File: src/rtl/dcl_pkg.sv
// Shared constants and types for the DAC chain loader.
// Assumes: 18-bit converter codes, 16-bit host words, control word at address 0.
package dcl_pkg;
    localparam int CODE_W   = 18;
    localparam int DW       = 16;
    localparam int HI_BITS  = CODE_W - DW;
    localparam int CTL_ADDR = 0;
    localparam int CH_BASE  = 8;

    // control word bit positions
    localparam int CTL_ARM    = 0;
    localparam int CTL_ZERO   = 1;
    localparam int CTL_TWOS   = 2;
    localparam int CTL_COMPAT = 3;
    localparam int CTL_PLAY   = 4;
    localparam int CTL_BUSY   = 7;

    // offset-binary mid-scale, the zero-volt code
    localparam logic [CODE_W-1:0] ZERO_CODE = {1'b1, {(CODE_W-1){1'b0}}};

    typedef enum logic [1:0] {
        SH_IDLE  = 2'd0,
        SH_SHIFT = 2'd1,
        SH_LOAD  = 2'd2
    } sh_state_t;
endpackage

File: src/rtl/dcl_regs.sv
// Host register file: control word plus per-channel code storage.
// Decodes the wide (two words per channel) or compatibility (one word)
// layout and holds the self-clearing start and zero-all requests.
// Assumes: 8 + 2*NCH fits in the address space.
module dcl_regs
    import dcl_pkg::*;
#(
    parameter int NCH = 16,
    parameter int AW  = 6
) (
    input  logic                       clk,
    input  logic                       rst_n,
    input  logic                       we,
    input  logic [AW-1:0]              addr,
    input  logic [DW-1:0]              wdata,
    input  logic                       busy,
    input  logic                       finish,
    output logic [DW-1:0]              rdata,
    output logic [NCH-1:0][CODE_W-1:0] codes,
    output logic                       arm_req,
    output logic                       zero_req,
    output logic                       twos_mode,
    output logic                       compat_mode
);
    logic [NCH-1:0][CODE_W-1:0] code_q;
    logic arm_q, zero_q, twos_q, compat_q, play_q;
    logic engaged;
    logic ctl_hit;

    assign engaged = busy | arm_q | zero_q;
    assign ctl_hit = we && (addr == AW'(CTL_ADDR));

    // control word: mode bits, and request bits that clear at transfer end
    always_ff @(posedge clk) begin
        if (!rst_n) begin
            arm_q    <= 1'b0;
            zero_q   <= 1'b1;
            twos_q   <= 1'b0;
            compat_q <= 1'b0;
            play_q   <= 1'b0;
        end else begin
            if (finish) begin
                arm_q  <= 1'b0;
                zero_q <= 1'b0;
            end
            if (ctl_hit) begin
                twos_q   <= wdata[CTL_TWOS];
                compat_q <= wdata[CTL_COMPAT];
                play_q   <= wdata[CTL_PLAY];
                if (!engaged) begin
                    if (wdata[CTL_ZERO])
                        zero_q <= 1'b1;
                    if (wdata[CTL_ARM] && !wdata[CTL_PLAY])
                        arm_q <= 1'b1;
                end
            end
        end
    end

    // channel code storage, written through the active layout
    always_ff @(posedge clk) begin
        if (!rst_n) begin
            code_q <= '0;
        end else if (we) begin
            for (int k = 0; k < NCH; k++) begin
                if (compat_q) begin
                    if (addr == AW'(CH_BASE + k))
                        code_q[k] <= {wdata, {HI_BITS{1'b0}}};
                end else begin
                    if (addr == AW'(CH_BASE + 2*k))
                        code_q[k][DW-1:0] <= wdata;
                    if (addr == AW'(CH_BASE + 2*k + 1))
                        code_q[k][CODE_W-1:DW] <= wdata[HI_BITS-1:0];
                end
            end
        end
    end

    // read mux over control word and channel words
    always_comb begin
        rdata = '0;
        if (addr == AW'(CTL_ADDR)) begin
            rdata[CTL_ARM]    = arm_q;
            rdata[CTL_ZERO]   = zero_q;
            rdata[CTL_TWOS]   = twos_q;
            rdata[CTL_COMPAT] = compat_q;
            rdata[CTL_PLAY]   = play_q;
            rdata[CTL_BUSY]   = busy;
        end
        for (int k = 0; k < NCH; k++) begin
            if (compat_q) begin
                if (addr == AW'(CH_BASE + k))
                    rdata = code_q[k][CODE_W-1:HI_BITS];
            end else begin
                if (addr == AW'(CH_BASE + 2*k))
                    rdata = code_q[k][DW-1:0];
                if (addr == AW'(CH_BASE + 2*k + 1))
                    rdata = {{(DW-HI_BITS){1'b0}}, code_q[k][CODE_W-1:DW]};
            end
        end
    end

    assign codes       = code_q;
    assign arm_req     = arm_q;
    assign zero_req    = zero_q;
    assign twos_mode   = twos_q;
    assign compat_mode = compat_q;
endmodule

File: src/rtl/dcl_fmt.sv
// Converts stored codes to the offset-binary form the converters expect.
// In two's-complement mode only the code MSB differs, so it is inverted.
// Assumes: purely combinational, one instance serves all channels.
module dcl_fmt
    import dcl_pkg::*;
#(
    parameter int NCH = 16
) (
    input  logic                       twos_mode,
    input  logic [NCH-1:0][CODE_W-1:0] codes_in,
    output logic [NCH-1:0][CODE_W-1:0] codes_out
);
    for (genvar k = 0; k < NCH; k++) begin : g_ch
        // flip sign bit per channel when input is two's complement
        assign codes_out[k] = {codes_in[k][CODE_W-1] ^ twos_mode,
                               codes_in[k][CODE_W-2:0]};
    end
endmodule

File: src/rtl/dcl_shifter.sv
// Chain serializer: snapshots all codes on start, sends one left-justified
// frame per DAC (last channel first), then drives the shared load strobe.
// Assumes: FRAME_W > CODE_W; each serial bit lasts two clock cycles.
module dcl_shifter
    import dcl_pkg::*;
#(
    parameter int NCH      = 16,
    parameter int FRAME_W  = 24,
    parameter int LOAD_CYC = 2
) (
    input  logic                       clk,
    input  logic                       rst_n,
    input  logic                       start,
    input  logic                       zero_sel,
    input  logic [NCH-1:0][CODE_W-1:0] codes,
    output logic                       ser_clk,
    output logic                       ser_data,
    output logic                       load_n,
    output logic                       busy,
    output logic                       finish
);
    localparam int CH_W  = (NCH > 1) ? $clog2(NCH) : 1;
    localparam int BIT_W = $clog2(FRAME_W);
    localparam int LC_W  = $clog2(LOAD_CYC + 1);

    sh_state_t                  st;
    logic [CH_W-1:0]            ch_q;
    logic [BIT_W-1:0]           bit_q;
    logic                       ph_q;
    logic [LC_W-1:0]            lc_q;
    logic [NCH-1:0][CODE_W-1:0] snap;
    logic [FRAME_W-1:0]         cur_frame;

    // capture the codes (or mid-scale) at the moment a transfer starts
    always_ff @(posedge clk) begin
        if (!rst_n) begin
            snap <= '0;
        end else if (st == SH_IDLE && start) begin
            for (int k = 0; k < NCH; k++)
                snap[k] <= zero_sel ? ZERO_CODE : codes[k];
        end
    end

    // sequencer: two clocks per bit, channel countdown, then load pulse
    always_ff @(posedge clk) begin
        if (!rst_n) begin
            st    <= SH_IDLE;
            ch_q  <= '0;
            bit_q <= '0;
            ph_q  <= 1'b0;
            lc_q  <= '0;
        end else begin
            case (st)
                SH_IDLE: begin
                    if (start) begin
                        st    <= SH_SHIFT;
                        ch_q  <= CH_W'(NCH - 1);
                        bit_q <= BIT_W'(FRAME_W - 1);
                        ph_q  <= 1'b0;
                    end
                end
                SH_SHIFT: begin
                    if (!ph_q) begin
                        ph_q <= 1'b1;
                    end else begin
                        ph_q <= 1'b0;
                        if (bit_q == '0) begin
                            if (ch_q == '0) begin
                                st   <= SH_LOAD;
                                lc_q <= '0;
                            end else begin
                                ch_q  <= ch_q - 1'b1;
                                bit_q <= BIT_W'(FRAME_W - 1);
                            end
                        end else begin
                            bit_q <= bit_q - 1'b1;
                        end
                    end
                end
                SH_LOAD: begin
                    if (lc_q == LC_W'(LOAD_CYC - 1))
                        st <= SH_IDLE;
                    else
                        lc_q <= lc_q + 1'b1;
                end
                default: st <= SH_IDLE;
            endcase
        end
    end

    // frame under transmission: code left-justified, pad bits zero
    always_comb begin
        cur_frame = '0;
        cur_frame[FRAME_W-1 -: CODE_W] = snap[ch_q];
    end

    assign busy     = (st != SH_IDLE);
    assign ser_clk  = (st == SH_SHIFT) && ph_q;
    assign ser_data = (st == SH_SHIFT) && cur_frame[bit_q];
    assign load_n   = (st != SH_LOAD);
    assign finish   = (st == SH_LOAD) && (lc_q == LC_W'(LOAD_CYC - 1));
endmodule

File: src/rtl/dac_chain_loader.sv
// Top level: host register file, format stage and chain serializer.
// A pending start or zero-all request launches a transfer when idle.
// Assumes: synchronous active-low reset; host writes last one cycle.
module dac_chain_loader
    import dcl_pkg::*;
#(
    parameter int NCH      = 16,
    parameter int AW       = 6,
    parameter int FRAME_W  = 24,
    parameter int LOAD_CYC = 2
) (
    input  logic          clk,
    input  logic          rst_n,
    input  logic          host_we,
    input  logic [AW-1:0] host_addr,
    input  logic [15:0]   host_wdata,
    output logic [15:0]   host_rdata,
    output logic          ser_clk_o,
    output logic          ser_data_o,
    output logic          ser_load_n_o,
    output logic          busy_o
);
    logic [NCH-1:0][CODE_W-1:0] raw_codes;
    logic [NCH-1:0][CODE_W-1:0] dac_codes;
    logic arm_req, zero_req, twos_mode, compat_mode;
    logic sh_busy, sh_finish, start;

    // launch when idle and any request is pending
    assign start = !sh_busy && (arm_req || zero_req);

    dcl_regs #(.NCH(NCH), .AW(AW)) u_regs (
        .clk(clk), .rst_n(rst_n),
        .we(host_we), .addr(host_addr), .wdata(host_wdata),
        .busy(sh_busy), .finish(sh_finish),
        .rdata(host_rdata), .codes(raw_codes),
        .arm_req(arm_req), .zero_req(zero_req),
        .twos_mode(twos_mode), .compat_mode(compat_mode)
    );

    dcl_fmt #(.NCH(NCH)) u_fmt (
        .twos_mode(twos_mode), .codes_in(raw_codes), .codes_out(dac_codes)
    );

    dcl_shifter #(.NCH(NCH), .FRAME_W(FRAME_W), .LOAD_CYC(LOAD_CYC)) u_shift (
        .clk(clk), .rst_n(rst_n),
        .start(start), .zero_sel(zero_req), .codes(dac_codes),
        .ser_clk(ser_clk_o), .ser_data(ser_data_o),
        .load_n(ser_load_n_o), .busy(sh_busy), .finish(sh_finish)
    );

    assign busy_o = sh_busy;

    // compat_mode only shapes the register decode inside u_regs
    logic unused_ok;
    assign unused_ok = compat_mode;
endmodule

File: config.mk
export PLATFORM = sky130hd
export DESIGN_NAME = dac_chain_loader
export DESIGN_NICKNAME = d
export VERILOG_FILES = /design/src/rtl/dcl_pkg.sv /design/src/rtl/dcl_regs.sv /design/src/rtl/dcl_fmt.sv /design/src/rtl/dcl_shifter.sv /design/src/rtl/dac_chain_loader.sv
export SDC_FILE = /design/constraint.sdc
export NUM_CORES = 2
export LEC_CHECK = 0
export BUFFER_PORTS_ARGS = -buffer_cell sky130_fd_sc_hd__buf_2
export CORE_ASPECT_RATIO = 2
export CORE_MARGIN = 2
export CORE_UTILIZATION = 27
export DETAILED_ROUTE_END_ITERATION = 7
export PLACE_DENSITY = 0.44
export SLEW_MARGIN = 20
export SYNTH_ARGS = -nofsm -noshare
export SYNTH_HDL_FRONTEND = slang
export SYNTH_SLANG_ARGS = --single-unit
File: constraint.sdc
create_clock -name clk -period 3.7 [get_ports clk]
set_input_delay 0.37 -clock clk [delete_from_list [all_inputs] [get_ports clk]]
set_output_delay 0.37 -clock clk [all_outputs]
set_load 0.1 [all_outputs]
After elaboration in Yosys (flattened, before gate mapping)
Index checks and enable logic that the tools add are counted.
Cells by class
  add/subtract/negate cells: 3
  magnitude comparators: 2
  eq/ne operators: 60
  muxes and demuxes: 182
  bitwise logic cells: 18
  reduce and logical (&&, ||, !) cells: 85
Operators by type and width (number)
  16-bit 2-to-1 mux: 80
  18-bit 2-to-1 mux: 49
  6-bit by 5-bit equality test with 1-bit output (second input constant): 16
  3-bit AND reduction: 31
  18-bit binary-select mux with 4-bit select: 1
  2-bit nonzero test: 34
  2-bit 2-to-1 mux: 25
  6-bit by 4-bit equality test with 1-bit output (second input constant): 8
  6-bit equality test (second input constant): 8
  2-bit inequality test (second input constant): 19
  5-bit 2-to-1 mux: 5
  4-bit 2-to-1 mux: 4
  1-bit bitwise XOR: 16
  5-bit AND reduction: 3
  1-bit 2-to-1 mux: 12
  2-bit by 1-bit inequality test with 1-bit output (second input constant): 5
  5-bit one-hot mux with 2 select lines: 1
  4-bit one-hot mux with 2 select lines: 1
  1-bit logical AND: 7
  6-bit zero test: 1
  5-bit by 6-bit < comparator with 1-bit output (second input constant): 1
  2-bit one-hot mux with 3 select lines: 1
  1-bit binary-select mux with 5-bit select: 1
  5-bit zero test: 1
  other kinds (16): 20
Storage, ports and cells
  bits in registers: 595
  bits of input ports: 25
  output and inout port bits: 20
  word-level logic and storage cells: 408

Logic depth before layout (Yosys ltp)
  depth after elaboration: 50
  depth in mapped cells: 13
  gate-level depth less buffers: 10

Modules after synthesis
From an unflattened synthesis, not the netlist that was laid out.
Unflattened totals
  cell total of the unflattened synthesis: 3321
  area total of the unflattened synthesis: 30775.8 µm²
Modules (own cells, without submodules)
  dcl_regs: times used 1, cells an instance 2053, area each 16661.0 µm², seq. area each 5865.6 µm²
  dcl_shifter: times used 1, cells an instance 977, area each 11891.4 µm², seq. area each 6045.8 µm²
  dcl_fmt: times used 1, cells an instance 290, area each 2213.4 µm², seq. area each 0.0 µm²
  dac_chain_loader: times used 1, cells an instance 1, area each 10.0 µm², seq. area each 0.0 µm²

Least setup slack after synthesis
OpenSTA, ideal clock, no wires.
  path kind: input -> output
  from: input host_addr[2]
  to: output host_rdata[13]
  data arrival time: 5.445 ns
  required time: 3.330 ns
  path slack: -2.115 ns
  stages: 11
  buffers on the path: 3
  cells stage by stage: buf_6 > or4b_1 > buf_2 > buf_6 > nor2_1 > nand2_1 > nand4_1 > o21ai_0 > a31oi_1 > nor3_1 > o311ai_0
Between the ends
  word-level cells in the longest chain between the ends: 49
  elaborated cells on any way between the ends: 96
  classes of those cells: 32 x eq/ne; 64 x mux
RTL lines
  from (decl): line dac_chain_loader.sv:15  | input logic [AW-1:0] host_addr,
  6-bit by 4-bit equality test with 1-bit output: line dcl_regs.sv:92, dcl_regs.sv:95
  16-bit 2-to-1 mux: line dcl_regs.sv:95  | if (addr == AW'(CH_BASE + 2*k))
  16-bit 2-to-1 mux: line dcl_regs.sv:97  | if (addr == AW'(CH_BASE + 2*k + 1))
  16-bit 2-to-1 mux: line dcl_regs.sv:91  | if (compat_q) begin
  16-bit 2-to-1 mux: line dcl_regs.sv:95
  16-bit 2-to-1 mux: line dcl_regs.sv:97
  16-bit 2-to-1 mux: line dcl_regs.sv:91
  16-bit 2-to-1 mux: line dcl_regs.sv:95
  [33 not listed]
  16-bit 2-to-1 mux: line dcl_regs.sv:97
  16-bit 2-to-1 mux: line dcl_regs.sv:91
  16-bit 2-to-1 mux: line dcl_regs.sv:95
  16-bit 2-to-1 mux: line dcl_regs.sv:97
  16-bit 2-to-1 mux: line dcl_regs.sv:91
  16-bit 2-to-1 mux: line dcl_regs.sv:95
  16-bit 2-to-1 mux: line dcl_regs.sv:97
  16-bit 2-to-1 mux (*): line dcl_regs.sv:91
  to (decl): line dac_chain_loader.sv:17  | output logic [15:0] host_rdata,
Mark *: on every way between the ends. The rest lies on a longest branch, timed or not.

Final worst setup path
  from: register u_shift.ch_q[0]
  to: output ser_data_o
Between the ends
  word-level cells in the longest chain between the ends: 5
RTL lines
  from (decl): line dcl_shifter.sv:27  | logic [CH_W-1:0] ch_q;
  from (signal assigned): line dcl_shifter.sv:57  | ch_q <= CH_W'(NCH - 1);
  from (signal assigned): line dcl_shifter.sv:72  | ch_q <= ch_q - 1'b1;
  18-bit binary-select mux with 4-bit select: line dcl_shifter.sv:94  | cur_frame[FRAME_W-1 -: CODE_W] = snap[ch_q];
  18-bit 2-to-1 mux (implied by the code): line dcl_shifter.sv:94
  1-bit binary-select mux with 5-bit select: line dcl_shifter.sv:99  | assign ser_data = (st == SH_SHIFT) && cur_frame[bit_q];
  1-bit 2-to-1 mux (implied by the code): line dcl_shifter.sv:99
  1-bit logical AND: line dcl_shifter.sv:99
  to (decl): line dac_chain_loader.sv:19  | output logic ser_data_o,
No other way between the ends. The select of a mux whose other input is x is not followed.

==> flow_summary.json <==
{
  "drt-initial-drc-count": 2696,
  "overflow": 0,
  "vias": 30030,
  "synth_warnings": 0,
  "busiest_layer": "met2",
  "cts_num_sinks": 595,
  "worst_slack_ns": -0.3741,
  "ys_seq_elements": 595,
  "critPathLaunchType": "register",
  "rsz0062_at_grt": "true",
  "cap_violations": 0,
  "slew_headroom_pct": 27.02,
  "async_flop_share_pct": 0,
  "status": "finished, violations left",
  "drive_gt1_share_pct": 20.58,
  "placedCellCount": 5082,
  "cts_max_path_buffers": 3,
  "syn-instance-count": 3575,
  "drcViolationCount": 0,
  "globalplace.congestion": 1.016,
  "whs_ns": 0.05103,
  "hpwl_microns": 125400,
  "grt_util_met2_pct": 51.98,
  "synth_edf_count": 0,
  "die_x_microns": 241.0,
  "synth_area_sq_mm": 0.03032,
  "clock_skew_ns": 0.02497,
  "antenna_found_initial": 4,
  "detail-route-antenna-nets": 0,
  "synth_top_cells_by_area": "dfxtp_1 39%, nor2_1 8.4%, mux4_2 7.4%, a21oi_1 6.6%, nor3b_1 6.4%",
  "wl_microns": 170500,
  "grt_pass1_vias": 29430,
  "insertion_delay_ns": 0.71,
  "yosysMostFrequentCell": "nor2_1",
  "p_per_area_mw_per_mm2": 468.5,
  "first_pass_iters": 6,
  "violations": "negative setup slack",
  "syn_area_per_cell_sq_um": 8.481,
  "leakagePower_uw": 0.01260,
  "wl_per_cell_microns": 32.61,
  "min_path_type": "in -> reg",
  "synthTopCellsByCount": "677 x nor2_1, 595 x dfxtp_1, 397 x a21oi_1, 273 x clkbuf_1, 259 x nor3b_1",
  "peakVddDrop_uv": 959.9,
  "core_area_sq_mm": 0.1113,
  "grt_use_total_pct": 29.24,
  "placed_area_sq_mm": 0.03456,
  "via_per_inst": 5.744,
  "path_clk_slew_ns": 0.08,
  "postSynthNetCount": 3607,
  "drv_slew": 0,
  "synth_ff_type": "dfxtp_1",
  "start_util_pct": 27.25,
  "endpoint_kind": "output port",
  "worst_pin_slew_ns": 1.095,
  "fin_area_sq_mm": 0.03768,
  "cp_data_required_time_ns": 3.33,
  "period_minus_slack_ns": 4.074,
  "met3_usage_pct": 4.095,
  "htreeDepth": 2,
  "cts_inserted_buffers": 56,
  "yosysSeqAreaShare_pct": 39.29,
  "grt_max_degree": 161,
  "hold_viol_final": 0,
  "root_buffer": "clkbuf_16",
  "pre_cts_ws_ns": -0.3150,
  "dieArea_sq_mm": 0.1152,
  "syn_to_final_growth_pct": 24.28,
  "finalSetupViolations": 4,
  "synth_cell_types": 85,
  "min_period_over_period_pct": 110.1,
  "crit_arrival_ns": 3.70,
  "yosys.area.top_type": "dfxtp_1",
  "cts_tree": "done",
  "use_met1_pct": 29.15,
  "critical_path_class": "reg -> out",
  "cts_hold_buf": 0,
  "port_buffers": 44,
  "synth_top_area_share_pct": 39.29,
  "grt_pass1_wl_microns": 235600,
  "max_freq_mhz": 245.5,
  "fin_setup_tns_ns": -0.5766,
  "ios": 45,
  "final_net_count": 3726,
  "num_rows": 173,
  "cp_max_fo": 4,
  "die_y_microns": 477.9,
  "instances_no_fill": 5227
}
critical path, cell delays in order, from the launching register on:
cell and delay, ns:
dfxtp_4 0.40, buf_12 0.17, buf_12 0.12, buf_16 0.13, mux4_2 0.58, mux4_2 0.50
mux2i_2 0.23, buf_4 0.19, mux4_2 0.23, nor3b_1 0.05, o21a_1 0.23, buf_12 0.17
sequential cells by signal, summed over array words and instances, names as in the netlist:
name                count
u_regs.codes          288
u_shift.ph_q            1
u_shift.lc_q            2
u_regs.play_q           1
u_regs.compat_mode      1
u_shift.st              2
u_shift.bit_q           5
u_regs.zero_req         1
u_shift.snap          288
u_regs.arm_req          1
u_shift.ch_q            4
u_regs.twos_mode        1
what timing repair did:
item                                    in CTS  in global routing
setup buffers                               21                 18
gates cloned                                 5                  1
endpoints found under the hold margin        0                  0
gates resized for setup                     79                 71
endpoints found under the setup margin      14                 15
pin swaps                                   18                 43
worst paths after layout:
kind | slack, ns | to | start | cells past startpoint
worst max-delay path | -0.37 | ser_data_o | u_shift.ch_q[0] | 11
worst min-delay path | 0.05 | u_regs.play_q | host_wdata[4] | 3
worst max register to register | 1.03 | u_regs.codes[270] | u_regs.compat_mode | 11
worst min register to register | 0.49 | u_shift.snap[266] | u_shift.snap[266] | 2
stage by stage:
step / utilization (%) / power (uW)
5_1_grt: 33.86 / 18220
3_5_place_dp: 31.07 / 11140
4_1_cts: 33.44 / 17750
3_3_place_gp: 31.07 / 11150
2_1_floorplan: - / 9382
6_report: 33.87 / 17650
layer usage:
layer / wire length, microns / vias to the layer above
li1: - / 13330
met1: 56940 / 14880
met2: 85800 / 1240
met3: 8003 / 579
met4: 19720 / 0
met5: 0 / -
area by class of cell:
type | count | area [sq um]
timing repair buffer | 431 | 4322
sequential | 595 | 11930
tap | 1487 | 1861
clock inverter | 15 | 197.7
fill | 11860 | 73580
clock buffer | 85 | 1702
inverter | 33 | 135.1
antenna | 4 | 10.01
multi-input combinational | 2577 | 17520
layout by cell type, fill, tap and decap left out, types with 17 or more instances in the layout:
cell type and count:
mux2i_1 91, o21ai_0 126, nor3b_1 259, a22oi_1 42
o22ai_1 23, a31oi_1 18, dfxtp_1 586, clkbuf_8 17
mux2_2 18, xor2_1 19, a211oi_1 238, nor2_1 670
nand2_1 137, o221ai_1 18, buf_2 25, a21oi_1 386
mux4_2 99, buf_12 74, buf_4 307, nand3_1 24
nor3_1 57, inv_1 30, a221oi_1 28, a311oi_1 17
o211ai_1 20, clkbuf_16 58
cells by family after synthesis:
group | Yosys count | synth area share (%)
AOI/OAI and AO/OA | 1066 | 22.66
DFF | 595 | 39.29
adders and majority gates | 7 | 0.2888
and+or+nand+nor | 1268 | 20.41
muxes | 214 | 11.24
xor gates and xnor gates | 22 | 0.6355
buffers and inverters | 403 | 5.484
where the power goes:
part           switching [uW]  internal (uW)
registers                 230           6550
logic                    3120           1520
clock network            2840           3390
Power figures use the tool's default switching activity.
